`src/rtl/mac_pkg.sv`:
```
package mac_pkg;
  localparam int MODE_W = 8;
  localparam logic [MODE_W-1:0] MODE_SMAC = 8'h07;

  typedef enum logic [1:0] {
    KIND_IDLE = 2'd0,
    KIND_SMAC = 2'd1,
    KIND_READ = 2'd2
  } acc_kind_e;

  typedef struct packed {
    logic c;
    logic v;
    logic z;
    logic n;
  } cond_flags_t;
endpackage

```
`src/rtl/mac_mode_decode.sv`:
```
module mac_mode_decode
  import mac_pkg::*;
(
  input  logic [MODE_W-1:0] mode,
  output acc_kind_e         kind,
  output logic [1:0]        half_idx
);
  // read group: upper two bits zero, low nibble 3; bits [5:4] pick register and half
  always_comb begin
    if (mode == MODE_SMAC)
      kind = KIND_SMAC;
    else if (mode[7:6] == 2'b00 && mode[3:0] == 4'h3)
      kind = KIND_READ;
    else
      kind = KIND_IDLE;
  end
  assign half_idx = mode[5:4];
endmodule

```
`src/rtl/mac_sum_unit.sv`:
```
module mac_sum_unit #(
  parameter int DW = 16,
  localparam int RW = 2 * DW
) (
  input  logic [DW-1:0] arg_a,
  input  logic [DW-1:0] arg_b,
  input  logic [RW-1:0] acc,
  output logic [RW-1:0] prod,
  output logic [RW-1:0] sum,
  output logic          carry,
  output logic          ovf
);
  logic signed [RW-1:0] a_ext, b_ext;
  logic [RW:0] wide;

  assign a_ext = {{DW{arg_a[DW-1]}}, arg_a};
  assign b_ext = {{DW{arg_b[DW-1]}}, arg_b};
  assign prod  = a_ext * b_ext;
  assign wide  = {1'b0, acc} + {1'b0, prod};
  assign sum   = wide[RW-1:0];
  assign carry = wide[RW];
  // like-signed addends giving a result of the other sign
  assign ovf   = (prod[RW-1] == acc[RW-1]) && (sum[RW-1] != acc[RW-1]);
endmodule

```
`src/rtl/mac_half_mux.sv`:
```
module mac_half_mux #(
  parameter int DW   = 16,
  parameter int NREG = 2,
  localparam int RW   = 2 * DW,
  localparam int NH   = 2 * NREG,
  localparam int SELW = $clog2(NH)
) (
  input  logic [NREG-1:0][RW-1:0] regs,
  input  logic [SELW-1:0]         sel,
  output logic [DW-1:0]           dout
);
  logic [DW-1:0] halves [NH];

  for (genvar i = 0; i < NH; i++) begin : g_half
    assign halves[i] = regs[i/2][(i%2)*DW +: DW];
  end

  assign dout = halves[sel];
endmodule

```
`src/rtl/mac_copro.sv`:
```
module mac_copro
  import mac_pkg::*;
#(
  parameter int DW = 16,
  localparam int RW   = 2 * DW,
  localparam int NREG = 2
) (
  input  logic              clk,
  input  logic              rst,
  input  logic              mode_we,
  input  logic [MODE_W-1:0] mode_wdata,
  input  logic              op_valid,
  output logic              op_ready,
  input  logic [DW-1:0]     op_arg_a,
  input  logic [DW-1:0]     op_arg_b,
  output logic              rsp_valid,
  input  logic              rsp_ready,
  output logic [DW-1:0]     rsp_data,
  output logic [3:0]        rsp_flags
);
  logic [MODE_W-1:0] mode_q;
  logic [RW-1:0]     res0_q, res1_q;
  logic              v_q;
  logic              rsp_valid_q;
  logic [DW-1:0]     rsp_data_q;
  cond_flags_t       flags_q;

  acc_kind_e kind;
  logic [1:0] half_idx;
  logic [RW-1:0] prod, sum;
  logic carry, ovf;
  logic [DW-1:0] read_word;
  logic accept, acc_we;
  logic [NREG-1:0][RW-1:0] reg_bank;

  mac_mode_decode u_dec (
    .mode     (mode_q),
    .kind     (kind),
    .half_idx (half_idx)
  );

  mac_sum_unit #(.DW(DW)) u_sum (
    .arg_a (op_arg_a),
    .arg_b (op_arg_b),
    .acc   (res0_q),
    .prod  (prod),
    .sum   (sum),
    .carry (carry),
    .ovf   (ovf)
  );

  assign reg_bank = {res1_q, res0_q};

  mac_half_mux #(.DW(DW), .NREG(NREG)) u_mux (
    .regs (reg_bank),
    .sel  (half_idx),
    .dout (read_word)
  );

  assign op_ready = !rsp_valid_q || rsp_ready;
  assign accept   = op_valid && op_ready;
  assign acc_we   = accept && (kind == KIND_SMAC) && !v_q && !ovf;

  always_ff @(posedge clk) begin
    if (rst) begin
      mode_q <= '0;
    end else if (mode_we) begin
      mode_q <= mode_wdata;
    end
  end

  always_ff @(posedge clk) begin
    if (rst) begin
      res0_q <= '0;
      res1_q <= '0;
    end else if (acc_we) begin
      res0_q <= sum;
      res1_q <= prod;
    end
  end

  always_ff @(posedge clk) begin
    if (rst) begin
      v_q <= 1'b0;
    end else if (accept) begin
      case (kind)
        KIND_SMAC: v_q <= ovf;
        KIND_READ: v_q <= v_q;
        default:   v_q <= 1'b0;
      endcase
    end
  end

  always_ff @(posedge clk) begin
    if (rst) begin
      rsp_valid_q <= 1'b0;
      rsp_data_q  <= '0;
      flags_q     <= '0;
    end else if (accept) begin
      rsp_valid_q <= 1'b1;
      case (kind)
        KIND_SMAC: begin
          rsp_data_q <= acc_we ? sum[DW-1:0] : res0_q[DW-1:0];
          flags_q    <= '{c: carry, v: ovf, z: (sum == '0), n: sum[RW-1]};
        end
        KIND_READ: begin
          rsp_data_q <= read_word;
          flags_q    <= '0;
        end
        default: begin
          rsp_data_q <= '0;
          flags_q    <= '0;
        end
      endcase
    end else if (rsp_ready) begin
      rsp_valid_q <= 1'b0;
    end
  end

  assign rsp_valid = rsp_valid_q;
  assign rsp_data  = rsp_data_q;
  assign rsp_flags = flags_q;
endmodule

```
`config.mk`:
```
export PLATFORM = sky130hd
export DESIGN_NAME = mac_copro
export DESIGN_NICKNAME = d
export VERILOG_FILES = /design/src/rtl/mac_pkg.sv /design/src/rtl/mac_mode_decode.sv /design/src/rtl/mac_sum_unit.sv /design/src/rtl/mac_half_mux.sv /design/src/rtl/mac_copro.sv
export SDC_FILE = /design/constraint.sdc
export NUM_CORES = 1
export LEC_CHECK = 0
export CORE_ASPECT_RATIO = 1.75
export CORE_UTILIZATION = 45
export CTS_CLUSTER_SIZE = 28
export DETAILED_ROUTE_END_ITERATION = 8
export DONT_BUFFER_PORTS = 1
export SKIP_LAST_GASP = 1
export SLEW_MARGIN = 20
export SYNTH_ARGS = -nofsm -noshare
export SYNTH_HDL_FRONTEND = slang
export SYNTH_SLANG_ARGS = --single-unit
```
`constraint.sdc`:
```
create_clock -name clk -period 28.8 [get_ports clk]
set_input_delay 4.32 -clock clk [delete_from_list [all_inputs] [get_ports clk]]
set_output_delay 4.32 -clock clk [all_outputs]
set_load 0.05 [all_outputs]
```
* Word level (Yosys, flattened, before mapping)
Index checks and enable logic that the tools add are counted.
Word-level totals: bits in registers 94, input bits 45, output and inout bits 22, word-level logic and storage cells 46
Operators by class: add/subtract/negate cells 1, multipliers 1, $lt $le $gt $ge 1, equality and inequality tests 6, multiplexer cells 11, bitwise operators 2, reductions and logical operators 14
Operators with widths (number):
- $mux 16 | 3
- $add 32x32->33 | 1
- $bmux 16 s2 | 1
- $logic_not 32->1 | 1
- $mul 16x16->32 | 1
- $pmux 16 s2 | 1
- $eq 8x3->1 const B | 1
- $logic_and 1x1->1 | 6
- $eq 4x2->1 const B | 1
- $mux 2 | 2
- $mux 4 | 1
- $ge 3x3->1 const B | 1
- $logic_not 1->1 | 3
- $not 2->3 | 1
- $eq 2x1->1 const B | 1
- $eq 2x2->1 const B | 1
- $logic_not 2->1 | 1
- $mux 1 | 2
- $pmux 1 s2 | 1
- $reduce_and 2->1 | 1
- $reduce_bool 2->1 | 1
- $eq 1x1->1 | 1
- $logic_or 1x1->1 | 1
- $ne 1x1->1 | 1
- $not 1->1 | 1

* Logic depth before layout (Yosys ltp)
word-level depth 10, mapped depth 38, depth with buffers taken out 34

* Hierarchy
From an unflattened synthesis, not the netlist that was laid out.
Second synthesis, totals: cell total of the unflattened synthesis 1795, area, all modules 15670.0 um^2
By module, submodules not included:
- mac_sum_unit | instances 1, cells an instance 1331, area each 11538.6 um^2
- mac_copro | instances 1, cells an instance 437, area each 3643.5 um^2
- mac_half_mux | instances 1, cells an instance 20, area each 424.2 um^2
- mac_mode_decode | instances 1, cells an instance 7, area each 63.8 um^2

* Worst setup path after synthesis
Ideal clock, no wire load.
path kind input-to-reg, start point input port op_arg_b[1], end point register rsp_data_q[13], in the netlist rsp_data[13], arrival 12107 ps, setup slack 16560 ps, stages 36, path buffers 4, cell sequence clkbuf_1 > nand2_1 > inv_1 > fa_1 > inv_1 > fa_1 > inv_1 > fa_1 > fa_1 > fa_1 > inv_1 > fa_1 > inv_1 > ha_1 > and3_1 > nand3_1 > a311oi_1 > nor4_1 > or3_1 > o21bai_1 > a21oi_1 > xnor2_1 > ha_1 > clkbuf_1 > a21o_1 > a21oi_1 > o22ai_1 > nor3_2 > o2bb2ai_1 > a41oi_4 > mux2_4 > or3_1 > buf_6 > buf_6 > a21oi_2 > o22ai_1
On the way: cells in the longest elaborated chain, start to end 8, elaborated cells between the ends (all ways) 9, classes of those cells add/sub (1); mul (1); eq/ne (2); mux (2); reduce/logical (3)
Ends and longest elaborated chain:
- from (decl) | RTL line mac_copro.sv:15 | input logic [DW-1:0] op_arg_b,
- $mul 16x16->32 | RTL line mac_sum_unit.sv:18 | assign prod = a_ext * b_ext;
- net prod[28] | RTL line mac_copro.sv:30 | logic [RW-1:0] prod, sum;
- $add 32x32->33 | RTL line mac_sum_unit.sv:19 | assign wide = {1'b0, acc} + {1'b0, prod};
- $ne 1x1->1 | RTL line mac_sum_unit.sv:23 | assign ovf = (prod[RW-1] == acc[RW-1]) && (sum[RW-1] != acc[RW-1]);
- $logic_and 1x1->1 | RTL line mac_sum_unit.sv:23
- $logic_not 1->1 | RTL line mac_copro.sv:62 | assign acc_we = accept && (kind == KIND_SMAC) && !v_q && !ovf;
- $logic_and 1x1->1 | RTL line mac_copro.sv:62
- $mux 16 | RTL line mac_copro.sv:103 | rsp_data_q <= acc_we ? sum[DW-1:0] : res0_q[DW-1:0];
- $pmux 16 s2 | RTL line mac_copro.sv:101 | case (kind)
- to (signal assigned) | RTL line mac_copro.sv:103
- to (signal assigned) | RTL line mac_copro.sv:107 | rsp_data_q <= read_word;
- to (decl) | RTL line mac_copro.sv:25 | logic [DW-1:0] rsp_data_q;
The timed path passes the listed nets, and every way through them passes these cells. A chain may end at the register's enable or synchronous reset.

* Final worst setup path
start point input port op_arg_b[15], end point register rsp_data_q[1], in the netlist rsp_data[1]
The elaborated chain is that of the path after synthesis.

==> key figures <==
Worst setup path
  – Slowest stage delay, CP: 0.88 ns
  – WP data required: 29.07 ns
  – Cell family with most CP delay: adder cells
  – Worst path slowest cell: nor3_4
  – Buf+Inv Stages, Crit Path: 4
  – Most used cell, CP: fa_1
  – Worst Setup End Kind: register
  – Crit path kind: in -> reg
  – Worst Path Max Fanout: 32
  – CP Launch Type: input port
  – Arr. time, crit path: ~14 ns

STA
  – Tmin final: 14.04 ns
  – Final setup violation count: 0
  – Endpoints failing hold: 0
  – Fin crit share: 48.8%
  – Slew Limit Fails: 0
  – Clk_skew: ~0.013 ns
  – Hold Worst Slack: 0.446 ns
  – Highest Clock Rate: 71.2 MHz
  – Worst slew margin: between 20% and 30%
  – RSZ-0062 raised after global routing: no
  – Worst Tran Pin Value: 1.13 ns
  – TNS Setup: 0 ns

Synthesis
  – Seq cells post-synth: between 90 and 100
  – Synthesized Nets: 2199
  – Top_reg_cell synth: dfxtp_1
  – Sequential area share after synthesis: 12.0%
  – Mapped cell area: 15600 um2
  – Ys async rst share: 0%
  – Ys Warns: 0
  – Post-synth EDFFs: 0
  – Avg Inst Size Synth: 8.80 um2
  – Syn Inst Count: 1777
  – Post-synth cell types: 67

Placement
  – Number of buffers added on ports: 0
  – Routability cong.: 0.937
  – DP Wirelength: 37800 um

Clocking
  – Clock Path Buffers: 2
  – Latest clock arrival within the worst-skew pair: 0.37 ns
  – CTS tree: yes
  – Setup Fix Bufs, Post-CTS: 0
  – Clock-pin transition on the worst setup and hold timing paths: roughly 0.070 ns
  – CTS Sinks: 94
  – CTS resizes: 0
  – CTS root buffer: clkbuf_16
  – H-tree levels: 3
  – Hold buffers post-CTS: 0
  – Num CTS Buffers: 9

Final layout
  – FF/Latch Area: 1880 um2
  – Ratio of cells with drive above 1 in the final layout: 3.13%
  – Multi-input gate area: between 10000 and 15000 um2
  – Filler Cells Inserted: between 3000 and 4000
  – Ant. Diodes: 0
  – Area Growth Syn to Fin: 3.71%
  – Layout Nets: about 2100

Hold path
  – HP Class: reg -> reg

Status
  – Status: finished, final reports clean

Global routing
  – Congestion Overflow GR: 0
  – Initial antenna violation count: 0
  – Pin count of the biggest net entering global routing: 97
  – GRT Total Usage: about a quarter
  – Number of global-route vias before repair: 13200
  – Global-route wire length before repair: slightly above 70000 um

Route
  – Detailed Route WL: 45300 um
  – DRT antenna net count: 0
  – Pre-antenna DRT Iters: 5
  – DR DRC count: 0
  – Drt via density: 5.48
  – Drt wl/cell: 20.8 um
  – Routed vias: approximately 12000
  – Starting DRT DRC Count: ~530

Die
  – DIE HEIGHT: 249 um
  – Initial Util: 45.5%
  – Number of I/O pins: 67
  – Die area: 35500 um2
  – Chip width: approximately 140 um
  – Core Region: 34300 um2
  – Standard-cell rows: 90

Job
  – Maxcap violations: 0
[cell usage in the layout, fill, tap and decap left out, types with 3 or more instances in the layout]
master,count
o2bb2ai_1,4
o22ai_1,17
buf_4,4
clkbuf_16,9
nand2b_1,21
nand4_1,8
a21boi_0,4
o21ai_2,3
and3_1,23
or2_2,3
and2_1,121
a31oi_1,7
xnor2_1,43
o21a_1,8
nand2_1,230
nand3_1,15
a21o_1,30
nor2_1,71
fa_1,263
o31ai_1,3
or3_1,5
a21oi_2,3
nor3_1,19
xor2_1,17
nor4_1,5
a211oi_1,5
inv_1,310
inv_6,4
ha_1,114
mux4_2,16
o21ai_0,26
nor2b_1,13
o21bai_1,11
a21oi_1,117
mux2i_1,28
o211a_1,3
o211ai_1,5
dfxtp_1,94
and4_1,3
[area by class of cell]
class                           count  share of cell area [%]
Timing Repair Buffer                4                   0.185
Clock inverter                      5                   0.247
Sequential cell                    94                    11.6
Tap cell                          460                    3.55
Multi-Input combinational cell   1300                    75.8
Clock buffer                       10                    1.47
Inverter                          310                    7.18
[per-stage QoR]
stage / utilization, % / area (um2) / setup slack (ns) / cells
2_1_floorplan: - / 15600 / 16.56 / 1777
3_3_place_gp: 46.4 / 15900 / 14.45 / 2168
3_5_place_dp: 46.4 / 15900 / 14.35 / 2168
4_1_cts: 47.2 / 16200 / 14.70 / 2183
5_1_grt: 47.2 / 16200 / 14.16 / 2183
6_report: 47.2 / 16200 / 14.76 / 2183
[registers in the layout, indices dropped and copies added, names as in the netlist]
| signal | count |
|---|---|
| mode_q | 8 |
| rsp_valid | 1 |
| res0_q | 32 |
| rsp_flags | 4 |
| rsp_data | 16 |
| res1_q | 32 |
| v_q | 1 |
[layer usage]
metal  track usage (%)  routed length [um]  up-vias
met3              2.58                1270      107
met4              16.0                2910        0
met1              26.1               15400     6039
met5                 0                   0        -
met2              52.4               25700      289
li1                  -                   -     5520
[worst min-delay path, cell delays in order, from the launching register on]
cell and delay, ns:
dfxtp_1 0.31, nand2_1 0.05, a21oi_1 0.05
[Yosys cell counts, types with 6 or more instances]
cell type	instances	area, um2
clkbuf_1	60	225
ha_1	114	1430
mux2i_1	28	280
and2_1	121	757
o21bai_1	11	82.6
nor3_1	19	95.1
dfxtp_1	94	1880
a21o_1	30	225
nand3_1	15	75.1
xor2_1	17	149
nand4_1	8	50.1
nand2b_1	21	131
inv_1	310	1160
xnor2_1	43	377
buf_2	6	30.0
a31oi_1	7	43.8
nand2_1	230	863
mux4_2	16	360
nor2_1	71	267
and3_1	23	144
fa_1	263	5270
a21oi_1	117	586
o21ai_0	26	130
o21a_1	8	60.1
o22ai_1	17	106
nor2b_1	14	87.6
[path summary, 6_finish.rpt]
path                                   start     endpoint  slack [ns]  depth (start not counted)
worst max-delay path            op_arg_b[15]  rsp_data[1]       14.76                         31
worst min-delay path              res1_q[11]   res1_q[11]        0.45                          2
worst max register to register     res0_q[4]  rsp_data[1]       24.04                         12
worst min register to register    res1_q[11]   res1_q[11]        0.45                          2
[kinds of logic (layout without fill, tap and decap cells)]
kind of cell	after synthesis	count (layout)	share of synthesized area [%]
flops	94	94	12.0
simple gates	552	552	17.3
xor+xnor	60	60	3.36
fa+ha+maj	377	377	42.8
compound gates	265	265	10.8
mux	46	46	4.27
buf+inv	383	329	9.41
Power is left out: the tool's default activity adds up to more than one toggle a clock period on the data nets, which glitch-free logic cannot reach.
